## src/rtl/errlog_pkg.sv

```systemverilog
package errlog_pkg;

    localparam int ADDR_W = 8;
    localparam int NSIG   = 4;

    // Route bit positions (one per error output)
    localparam int SIG_SMGMT  = 0;
    localparam int SIG_SCTL   = 1;
    localparam int SIG_SYSERR = 2;
    localparam int SIG_MCHK   = 3;

    localparam logic [3:0] BANK_GLOBAL = 4'hF;

    typedef enum logic [3:0] {
        UREG_CAPT  = 4'd0,
        UREG_OVFL  = 4'd1,
        UREG_MASK  = 4'd2,
        UREG_SEV   = 4'd3,
        UREG_ROUTE = 4'd4
    } ureg_e;

    typedef enum logic [3:0] {
        GREG_FAT_CAPT = 4'd0,
        GREG_FAT_OVFL = 4'd1,
        GREG_NF_CAPT  = 4'd2,
        GREG_NF_OVFL  = 4'd3
    } greg_e;

    typedef struct packed {
        logic [3:0] bank;
        logic [3:0] idx;
    } raddr_t;

endpackage

```

## src/rtl/errlog_capture.sv

```systemverilog
module errlog_capture #(
    parameter int W = 4
) (
    input  logic         clk,
    input  logic         rst,
    input  logic [W-1:0] ev,
    input  logic [W-1:0] clr_capt,
    input  logic [W-1:0] clr_ovfl,
    output logic [W-1:0] capt,
    output logic [W-1:0] ovfl
);

    logic [W-1:0] capt_kept, ovfl_kept, pick, capt_d, ovfl_d;

    always_comb begin
        capt_kept = capt & ~clr_capt;
        ovfl_kept = ovfl & ~clr_ovfl;
        pick = '0;
        for (int i = W - 1; i >= 0; i--) begin
            if (ev[i]) begin
                pick    = '0;
                pick[i] = 1'b1;
            end
        end
        if (capt_kept == '0) begin
            capt_d = pick;
            ovfl_d = ovfl_kept | (ev & ~pick);
        end else begin
            capt_d = capt_kept;
            ovfl_d = ovfl_kept | ev;
        end
    end

    always_ff @(posedge clk) begin
        if (rst) begin
            capt <= '0;
            ovfl <= '0;
        end else begin
            capt <= capt_d;
            ovfl <= ovfl_d;
        end
    end

endmodule

```

## src/rtl/errlog_unit.sv

```systemverilog
module errlog_unit
    import errlog_pkg::*;
#(
    parameter int EVT_W  = 4,
    parameter int DATA_W = 16
) (
    input  logic              clk,
    input  logic              rst,
    input  logic [EVT_W-1:0]  evt,
    input  logic              wr_en,
    input  ureg_e             wr_sel,
    input  logic [DATA_W-1:0] wdata,
    output logic [EVT_W-1:0]  capt,
    output logic [EVT_W-1:0]  ovfl,
    output logic [EVT_W-1:0]  mask,
    output logic [EVT_W-1:0]  sev,
    output logic [NSIG-1:0]   route,
    output logic              fat_hit,
    output logic              nf_hit,
    output logic              active
);

    logic [EVT_W-1:0] ev_live, clr_c, clr_o;

    assign ev_live = evt & ~mask;
    assign clr_c   = (wr_en && wr_sel == UREG_CAPT) ? wdata[EVT_W-1:0] : '0;
    assign clr_o   = (wr_en && wr_sel == UREG_OVFL) ? wdata[EVT_W-1:0] : '0;
    assign fat_hit = |(ev_live & sev);
    assign nf_hit  = |(ev_live & ~sev);
    assign active  = |((capt | ovfl) & ~mask);

    errlog_capture #(.W(EVT_W)) u_cap (
        .clk      (clk),
        .rst      (rst),
        .ev       (ev_live),
        .clr_capt (clr_c),
        .clr_ovfl (clr_o),
        .capt     (capt),
        .ovfl     (ovfl)
    );

    always_ff @(posedge clk) begin
        if (rst) begin
            mask  <= '1;
            sev   <= '0;
            route <= '0;
        end else if (wr_en) begin
            case (wr_sel)
                UREG_MASK:  mask  <= wdata[EVT_W-1:0];
                UREG_SEV:   sev   <= wdata[EVT_W-1:0];
                UREG_ROUTE: route <= wdata[NSIG-1:0];
                default: ;
            endcase
        end
    end

endmodule

```

## src/rtl/errlog_top.sv

```systemverilog
module errlog_top
    import errlog_pkg::*;
#(
    parameter int NUM_UNITS = 3,
    parameter int EVT_W     = 4,
    parameter int DATA_W    = 16
) (
    input  logic                       clk,
    input  logic                       rst,
    input  logic [NUM_UNITS*EVT_W-1:0] err_evt,
    input  logic                       reg_we,
    input  logic [ADDR_W-1:0]          reg_addr,
    input  logic [DATA_W-1:0]          reg_wdata,
    output logic [DATA_W-1:0]          reg_rdata,
    output logic                       err_smgmt,
    output logic                       err_sctl,
    output logic                       err_syserr,
    output logic                       err_mchk
);

    localparam int UIDX_W = 4;

    raddr_t ra;
    assign ra = raddr_t'(reg_addr);

    logic [NUM_UNITS-1:0][EVT_W-1:0] u_capt, u_ovfl, u_mask, u_sev;
    logic [NUM_UNITS-1:0][NSIG-1:0]  u_route;
    logic [NUM_UNITS-1:0]            u_fat, u_nf, u_act;
    logic [NUM_UNITS-1:0]            g_fat_capt, g_fat_ovfl, g_nf_capt, g_nf_ovfl;
    logic [NSIG-1:0]                 sig_vec;

    for (genvar u = 0; u < NUM_UNITS; u++) begin : g_unit
        logic sel;
        assign sel = reg_we && (ra.bank == UIDX_W'(u));
        errlog_unit #(.EVT_W(EVT_W), .DATA_W(DATA_W)) u_unit (
            .clk     (clk),
            .rst     (rst),
            .evt     (err_evt[u*EVT_W +: EVT_W]),
            .wr_en   (sel),
            .wr_sel  (ureg_e'(ra.idx)),
            .wdata   (reg_wdata),
            .capt    (u_capt[u]),
            .ovfl    (u_ovfl[u]),
            .mask    (u_mask[u]),
            .sev     (u_sev[u]),
            .route   (u_route[u]),
            .fat_hit (u_fat[u]),
            .nf_hit  (u_nf[u]),
            .active  (u_act[u])
        );
    end

    logic gsel;
    assign gsel = reg_we && (ra.bank == BANK_GLOBAL);

    errlog_capture #(.W(NUM_UNITS)) u_gfat (
        .clk      (clk),
        .rst      (rst),
        .ev       (u_fat),
        .clr_capt ((gsel && ra.idx == GREG_FAT_CAPT) ? reg_wdata[NUM_UNITS-1:0] : '0),
        .clr_ovfl ((gsel && ra.idx == GREG_FAT_OVFL) ? reg_wdata[NUM_UNITS-1:0] : '0),
        .capt     (g_fat_capt),
        .ovfl     (g_fat_ovfl)
    );

    errlog_capture #(.W(NUM_UNITS)) u_gnf (
        .clk      (clk),
        .rst      (rst),
        .ev       (u_nf),
        .clr_capt ((gsel && ra.idx == GREG_NF_CAPT) ? reg_wdata[NUM_UNITS-1:0] : '0),
        .clr_ovfl ((gsel && ra.idx == GREG_NF_OVFL) ? reg_wdata[NUM_UNITS-1:0] : '0),
        .capt     (g_nf_capt),
        .ovfl     (g_nf_ovfl)
    );

    always_comb begin
        sig_vec = '0;
        for (int u = 0; u < NUM_UNITS; u++) begin
            sig_vec = sig_vec | (u_route[u] & {NSIG{u_act[u]}});
        end
    end

    assign err_smgmt  = sig_vec[SIG_SMGMT];
    assign err_sctl   = sig_vec[SIG_SCTL];
    assign err_syserr = sig_vec[SIG_SYSERR];
    assign err_mchk   = sig_vec[SIG_MCHK];

    always_comb begin
        reg_rdata = '0;
        if (ra.bank == BANK_GLOBAL) begin
            case (ra.idx)
                GREG_FAT_CAPT: reg_rdata = DATA_W'(g_fat_capt);
                GREG_FAT_OVFL: reg_rdata = DATA_W'(g_fat_ovfl);
                GREG_NF_CAPT:  reg_rdata = DATA_W'(g_nf_capt);
                GREG_NF_OVFL:  reg_rdata = DATA_W'(g_nf_ovfl);
                default:       reg_rdata = '0;
            endcase
        end else begin
            for (int u = 0; u < NUM_UNITS; u++) begin
                if (ra.bank == UIDX_W'(u)) begin
                    case (ra.idx)
                        UREG_CAPT:  reg_rdata = DATA_W'(u_capt[u]);
                        UREG_OVFL:  reg_rdata = DATA_W'(u_ovfl[u]);
                        UREG_MASK:  reg_rdata = DATA_W'(u_mask[u]);
                        UREG_SEV:   reg_rdata = DATA_W'(u_sev[u]);
                        UREG_ROUTE: reg_rdata = DATA_W'(u_route[u]);
                        default:    reg_rdata = '0;
                    endcase
                end
            end
        end
    end

endmodule

```

## config.mk

```make
export PLATFORM = sky130hd
export DESIGN_NAME = errlog_top
export DESIGN_NICKNAME = d
export VERILOG_FILES = /design/src/rtl/errlog_pkg.sv /design/src/rtl/errlog_capture.sv /design/src/rtl/errlog_unit.sv /design/src/rtl/errlog_top.sv
export SDC_FILE = /design/constraint.sdc
export NUM_CORES = 1
export LEC_CHECK = 0
export BUFFER_PORTS_ARGS = -buffer_cell sky130_fd_sc_hd__clkbuf_2
export CAP_MARGIN = 0
export CORE_ASPECT_RATIO = 1.5
export CORE_MARGIN = 10
export CORE_UTILIZATION = 26
export DETAILED_ROUTE_END_ITERATION = 12
export PLACE_DENSITY = 0.41
export SLEW_MARGIN = 20
export SYNTH_ARGS = -nofsm -noshare
export SYNTH_HDL_FRONTEND = slang
export SYNTH_SLANG_ARGS = --single-unit
```

## constraint.sdc

```tcl
create_clock -name clk -period 3.8 [get_ports clk]
set_input_delay 0.38 -clock clk [delete_from_list [all_inputs] [get_ports clk]]
set_output_delay 0.38 -clock clk [all_outputs]
set_load 0.03 [all_outputs]
```

==> flow_summary.ini, run 1 <==
[timing]
worst_slack_ns = 0.837
tns_ns = 0
drv_slew = 0
max_freq_ghz = 0.338
timing.hold.ws_ns = 0.431
finalHoldViolCount = 0
tightest_slew_ns = 0.964
finalClockSkew_ns = 0.00612
post-route-period-util_pct = 78.0
rsz0062_at_grt = false
relSlewSlack_pct = 35.7
setup_violations = 0
fin_crit_ns = 2.96

[grt]
grt_util_met3_pct = 2.35
antenna_found_initial = 0
grt_pass1_wl_microns = 22900
track_usage_pct = 14.1
grt-busiest-layer = met2
grt_max_degree = 57
grt-ovfl-total = 0
grt_pass1_vias = 3981
met1_usage_pct = 15.9
grtUsageMet2_pct = 23.7

[synthesis]
async_reset_ff_share_pct = 0
synthFlopType = dfxtp_1
ys_warn_count = 0
netlist_area_sq_mm = 0.00406
syn_avg_cell_area_sq_um = 8.44
ys_ff_latch = 72
yosys.cell_types.count = 64
postSynthCellCount = 481
synth_edf_count = 0
yosysSeqAreaShare_pct = 35.5

[status]
status = finished clean

[die]
io_pins = 59
die_h_microns = 173
core_area_sq_mm = 0.0152
die_area_sq_mm = 0.0211
num_rows = 55
die_w_microns = 122
start_util_pct = 26.7

[min_path]
min_path_type = input pin to flip-flop
hold_start = err_evt[11]
holdPathEnd = g_unit[2].u_unit.u_cap.capt[3]
hold-path-cell-count = 3

[cells_and_area]
drive_gt1_share_pct = 15.3
mostFrequentLayoutCell = dfxtp_1
syn2layout_area_growth_pct = 15.1
nets = 537
antenna_cells = 0
final_cells = 702
layout_common_cells = 72 x dfxtp_1, 51 x nor2_1, 36 x nand2_1

[critical_path]
r2r_slack_ns = 1.77
r2r-end = u_gnf.ovfl[2]
crit_top_cell = clkbuf_2
reg2reg_depth = 5
end_kind = primary output
path_cells = clkbuf_2, nor4b_4, o21ai_0, a221o_1, a221oi_1, o32ai_1, clkbuf_2
cp_max_fo = 14
cpPeakStageDelay_ns = 0.76
required_ns = 3.42
startpoint_type = input pin
timing.rr.start = g_unit[1].u_unit.mask[1]
slowest_stage = nor4b_4
path_class = input pin to primary output
worstPathArrival_ns = 2.58

[detailed_routing]
drcViolationCount = 0
avgViaCountPerCell = 5.50
final_antenna_net_count = 0
drt_iter0_drc = 202
wire_per_inst_microns = 21.3
wirelength_microns = 14900
vias = 3861
drt_pass1_iterations = 5

[pwr]
power.total_mw = 1.74
power_density_mw_per_mm2 = 373
ir_drop_mv = 0.158
cellLeakagePower_nw = 1.70

[cts]
cts_setup_buffers = 0
cts_resized = 0
cts-buffers-inserted = 9
clock_latency_ns = 0.33
h-tree-depth = 3
cts_max_path_buffers = 2
cts_tree = yes
path_clk_slew_ns = 0.06
cts_hold_buf = 0
numClockSinks = 72
root_buffer = clkbuf_16

[placement]
place.gp.congestion = 0.822
hpwl_microns = 10900
port-buffer-count = 34
place_worst_setup_slack_ns = 0.795
placed_cells = 686

[run]
cap_violations = 0
worst max-delay path, delay by kind of cell:
family,cells,cell delay [ns]
AND/OR/NAND/NOR,1,0.76
buffers and inverters,2,0.44
AO/OA/AOI/OAI,4,1.00
synth_stat cells, drive strengths merged, types with 8 or more instances:
library cell	instances	area share, %
a22oi	11	2.0
o41ai	8	2.7
dfxtp	72	36
a41oi	13	3.0
inv	26	2.4
nor2b	11	1.7
nor3	11	1.4
nor2	51	4.7
a222oi	15	3.7
buf	18	3.1
a21oi	25	3.1
clkbuf	27	2.5
nand2	36	3.3
nand3	11	1.4
o211ai	8	1.5
mux2i	28	6.9
o21ai	18	2.2
sequential cells by signal (all words and copies together), names as in the netlist:
signal	flops
g_unit.u_unit.mask	12
g_unit.u_unit.route	12
g_unit.u_unit.sev	12
g_unit.u_unit.u_cap.capt	12
g_unit.u_unit.u_cap.ovfl	12
u_gfat.capt	3
u_gfat.ovfl	3
u_gnf.capt	3
u_gnf.ovfl	3
how the worst max path moves through the flow:
stage / slack [ns] / startpoint / cells after the start / to
4_1_cts: 0.85 / reg_addr[4] / 7 / reg_rdata[2]
5_1_grt: 0.69 / reg_addr[4] / 7 / reg_rdata[2]
2_1_floorplan: 1.0 / reg_addr[0] / 6 / reg_rdata[2]
6_report: 0.84 / reg_addr[4] / 7 / reg_rdata[2]
3_5_place_dp: 0.79 / reg_addr[4] / 6 / g_unit[2].u_unit.u_cap.capt[3]
3_3_place_gp: 0.82 / reg_addr[4] / 6 / g_unit[2].u_unit.u_cap.capt[3]
report_power, final:
group          switching, mW  internal, mW
clock                  0.319         0.543
sequential          0.000975         0.756
combinational         0.0966        0.0281
total                  0.417          1.33
final cells by class:
| class | count | area, sq um |
|---|---|---|
| Tap cell | 199 | 249 |
| Inverter | 27 | 101 |
| Clock buffer | 13 | 260 |
| Clock inverter | 3 | 40.0 |
| Sequential cell | 72 | 1440 |
| Timing Repair Buffer | 40 | 215 |
| Multi-Input combinational cell | 348 | 2370 |
| Fill cell | 1619 | 10500 |
stage by stage:
step / cell area (sq um) / utilization, %
global route: 4670 / 30.7
CTS: 4670 / 30.7
floorplan: 4100 / -
global placement: 4370 / 28.8
detailed placement: 4370 / 28.8
finish: 4670 / 30.7
per-layer routing:
layer  routed length, microns  up-vias
met1                     5900     1862
li1                         -     1835
met4                      690        0
met5                        0        -
met3                      790       37
met2                     7560      127
logic make-up after synthesis:
group	after synthesis	share of synthesized area (%)
simple gates	161	21.0
compound gates	147	28.4
flops	72	35.5
buf+inv	72	8.04
mux	28	6.90
other cells	1	0.0924
Power figures use the tool's default switching activity.
==> run 2, diff against run 1 <==
clock period = 3.1 ns   (was 3.8 ns; I/O delays follow)
==> flow_summary.ini, run 2 (synthesis gave the netlist of run 1 again) <==
[status]
status = finished clean

[cts]
cts-buffers-inserted = 9
cts_tree = yes
root_buffer = clkbuf_16
cts_hold_buf = 0
path_clk_slew_ns = 0.05
cts_setup_buffers = 0
cts_resized = 0
clock_latency_ns = 0.34
h-tree-depth = 3
numClockSinks = 72
cts_max_path_buffers = 2

[timing]
post-route-period-util_pct = 85.6
rsz0062_at_grt = false
timing.hold.ws_ns = 0.341
tightest_slew_ns = 0.884
finalClockSkew_ns = 0.00779
relSlewSlack_pct = 40.7
fin_crit_ns = 2.65
setup_violations = 0
tns_ns = 0
drv_slew = 0
finalHoldViolCount = 0
max_freq_ghz = 0.377

[grt]
grt_max_degree = 57
grt-ovfl-total = 0
grt_pass1_wl_microns = 22800
track_usage_pct = 14.0
antenna_found_initial = 0
grt_pass1_vias = 3839

[detailed_routing]
vias = 3886
drt_iter0_drc = 307
final_antenna_net_count = 0
wirelength_microns = 15000
drt_pass1_iterations = 9
drcViolationCount = 0
avgViaCountPerCell = 5.47
wire_per_inst_microns = 21.1

[critical_path]
cp_max_fo = 8
required_ns = 2.79
path_class = input pin to primary output
startpoint_type = input pin
cpPeakStageDelay_ns = 0.78
crit_top_cell = clkbuf_2
end_kind = primary output
path_cells = clkbuf_2, or4_1, o21ai_0, a221o_1, a221oi_1, o32ai_1, clkbuf_2
slowest_stage = or4_1
worstPathArrival_ns = 2.34

[pwr]
power_frac_comb_pct = 7.3
clockPowerShare_pct = 51.0
p_sw_mw = 0.532
ir_drop_mv = 0.202
sequentialPowerShare_pct = 41.7
power_density_mw_per_mm2 = 467
cellLeakagePower_nw = 1.75
swShare_pct = 24.0
cellInternalPower_mw = 1.69

[die]
start_util_pct = 26.7
die_w_microns = 122
core_area_sq_mm = 0.0152
die_h_microns = 173
io_pins = 59
die_area_sq_mm = 0.0211
num_rows = 55

[cells_and_area]
final_area_sq_mm = 0.00476
mostFrequentLayoutCell = dfxtp_1
multiInputGateArea_sq_mm = 0.00237
drive_gt1_share_pct = 17.0
nets = 546
nFillCells = 1630
layout_common_cells = 72 x dfxtp_1, 51 x nor2_1, 36 x nand2_1
syn2layout_area_growth_pct = 17.3
seqCellArea_sq_mm = 0.00144
antenna_cells = 0

[placement]
place.gp.congestion = 0.824
postPlaceCellArea_sq_mm = 0.00444
hpwl_microns = 11200
port-buffer-count = 34

[run]
cap_violations = 0

[min_path]
min_path_type = input pin to flip-flop
[run 2: changes by cell type in the layout (fill, tap and decap cells not counted), sizes merged]
| cell | delta |
|---|---|
| buf | +9 |
| clkbuf | -3 |
| bufinv | +1 |
| clkinvlp | +1 |
[run 2: power groups by stage]
stage | sequential (mW) | combinational (mW) | clock [mW]
floorplan | 0.947 | 0.0951 | 0
global placement | 0.948 | 0.160 | 0
detailed placement | 0.948 | 0.160 | 0
CTS | 0.927 | 0.160 | 1.16
global route | 0.927 | 0.171 | 1.20
finish | 0.927 | 0.161 | 1.13
[run 2: metrics by stage]
step	std cells	total power, mW	utilization (%)	setup slack [ns]
after global routing	710	2.29	31.3	0.362
after global placement	695	1.11	29.2	0.486
after CTS	710	2.25	31.3	0.481
after detailed placement	695	1.11	29.2	0.446
final	710	2.22	31.3	0.448
after floorplan	492	1.04	-	0.435
[run 2: per-layer routing]
| metal | global-route usage, % | part of all wire [%] | vias to the layer above | wire length (microns) |
|---|---|---|---|---|
| li1 | - | - | 1851 | - |
| met1 | 15.5 | 39 | 1889 | 5910 |
| met3 | 2.87 | 5.3 | 25 | 790 |
| met2 | 25.0 | 53 | 121 | 7890 |
| met5 | 0 | 0 | - | 0 |
| met4 | 5.83 | 2.8 | 0 | 417 |
[run 2: layout make-up]
cell class              instances  share of cell area, %
clock buffers                  10                   5.02
clock inverters                 5                   1.71
inverters                      27                   2.13
multi-input cells             348                   49.7
flip-flops and latches         72                   30.3
well taps                     199                   5.23
repair buffers                 49                   5.94
[run 2: worst paths after layout]
| check | from | end | slack [ns] | depth (start not counted) |
|---|---|---|---|---|
| max | reg_addr[0] | reg_rdata[0] | 0.45 | 7 |
| min | reg_wdata[3] | g_unit[2].u_unit.sev[3] | 0.34 | 3 |
| max reg2reg | g_unit[0].u_unit.mask[0] | u_gnf.ovfl[2] | 1.10 | 5 |
| min reg2reg | u_gnf.ovfl[0] | u_gnf.ovfl[0] | 0.46 | 2 |
[run 2: worst max-delay path: cells and delay by family]
family	cells	cell delay, ns
AO/OA/AOI/OAI	4	0.83
buffers and inverters	2	0.42
AND/OR/NAND/NOR	1	0.78
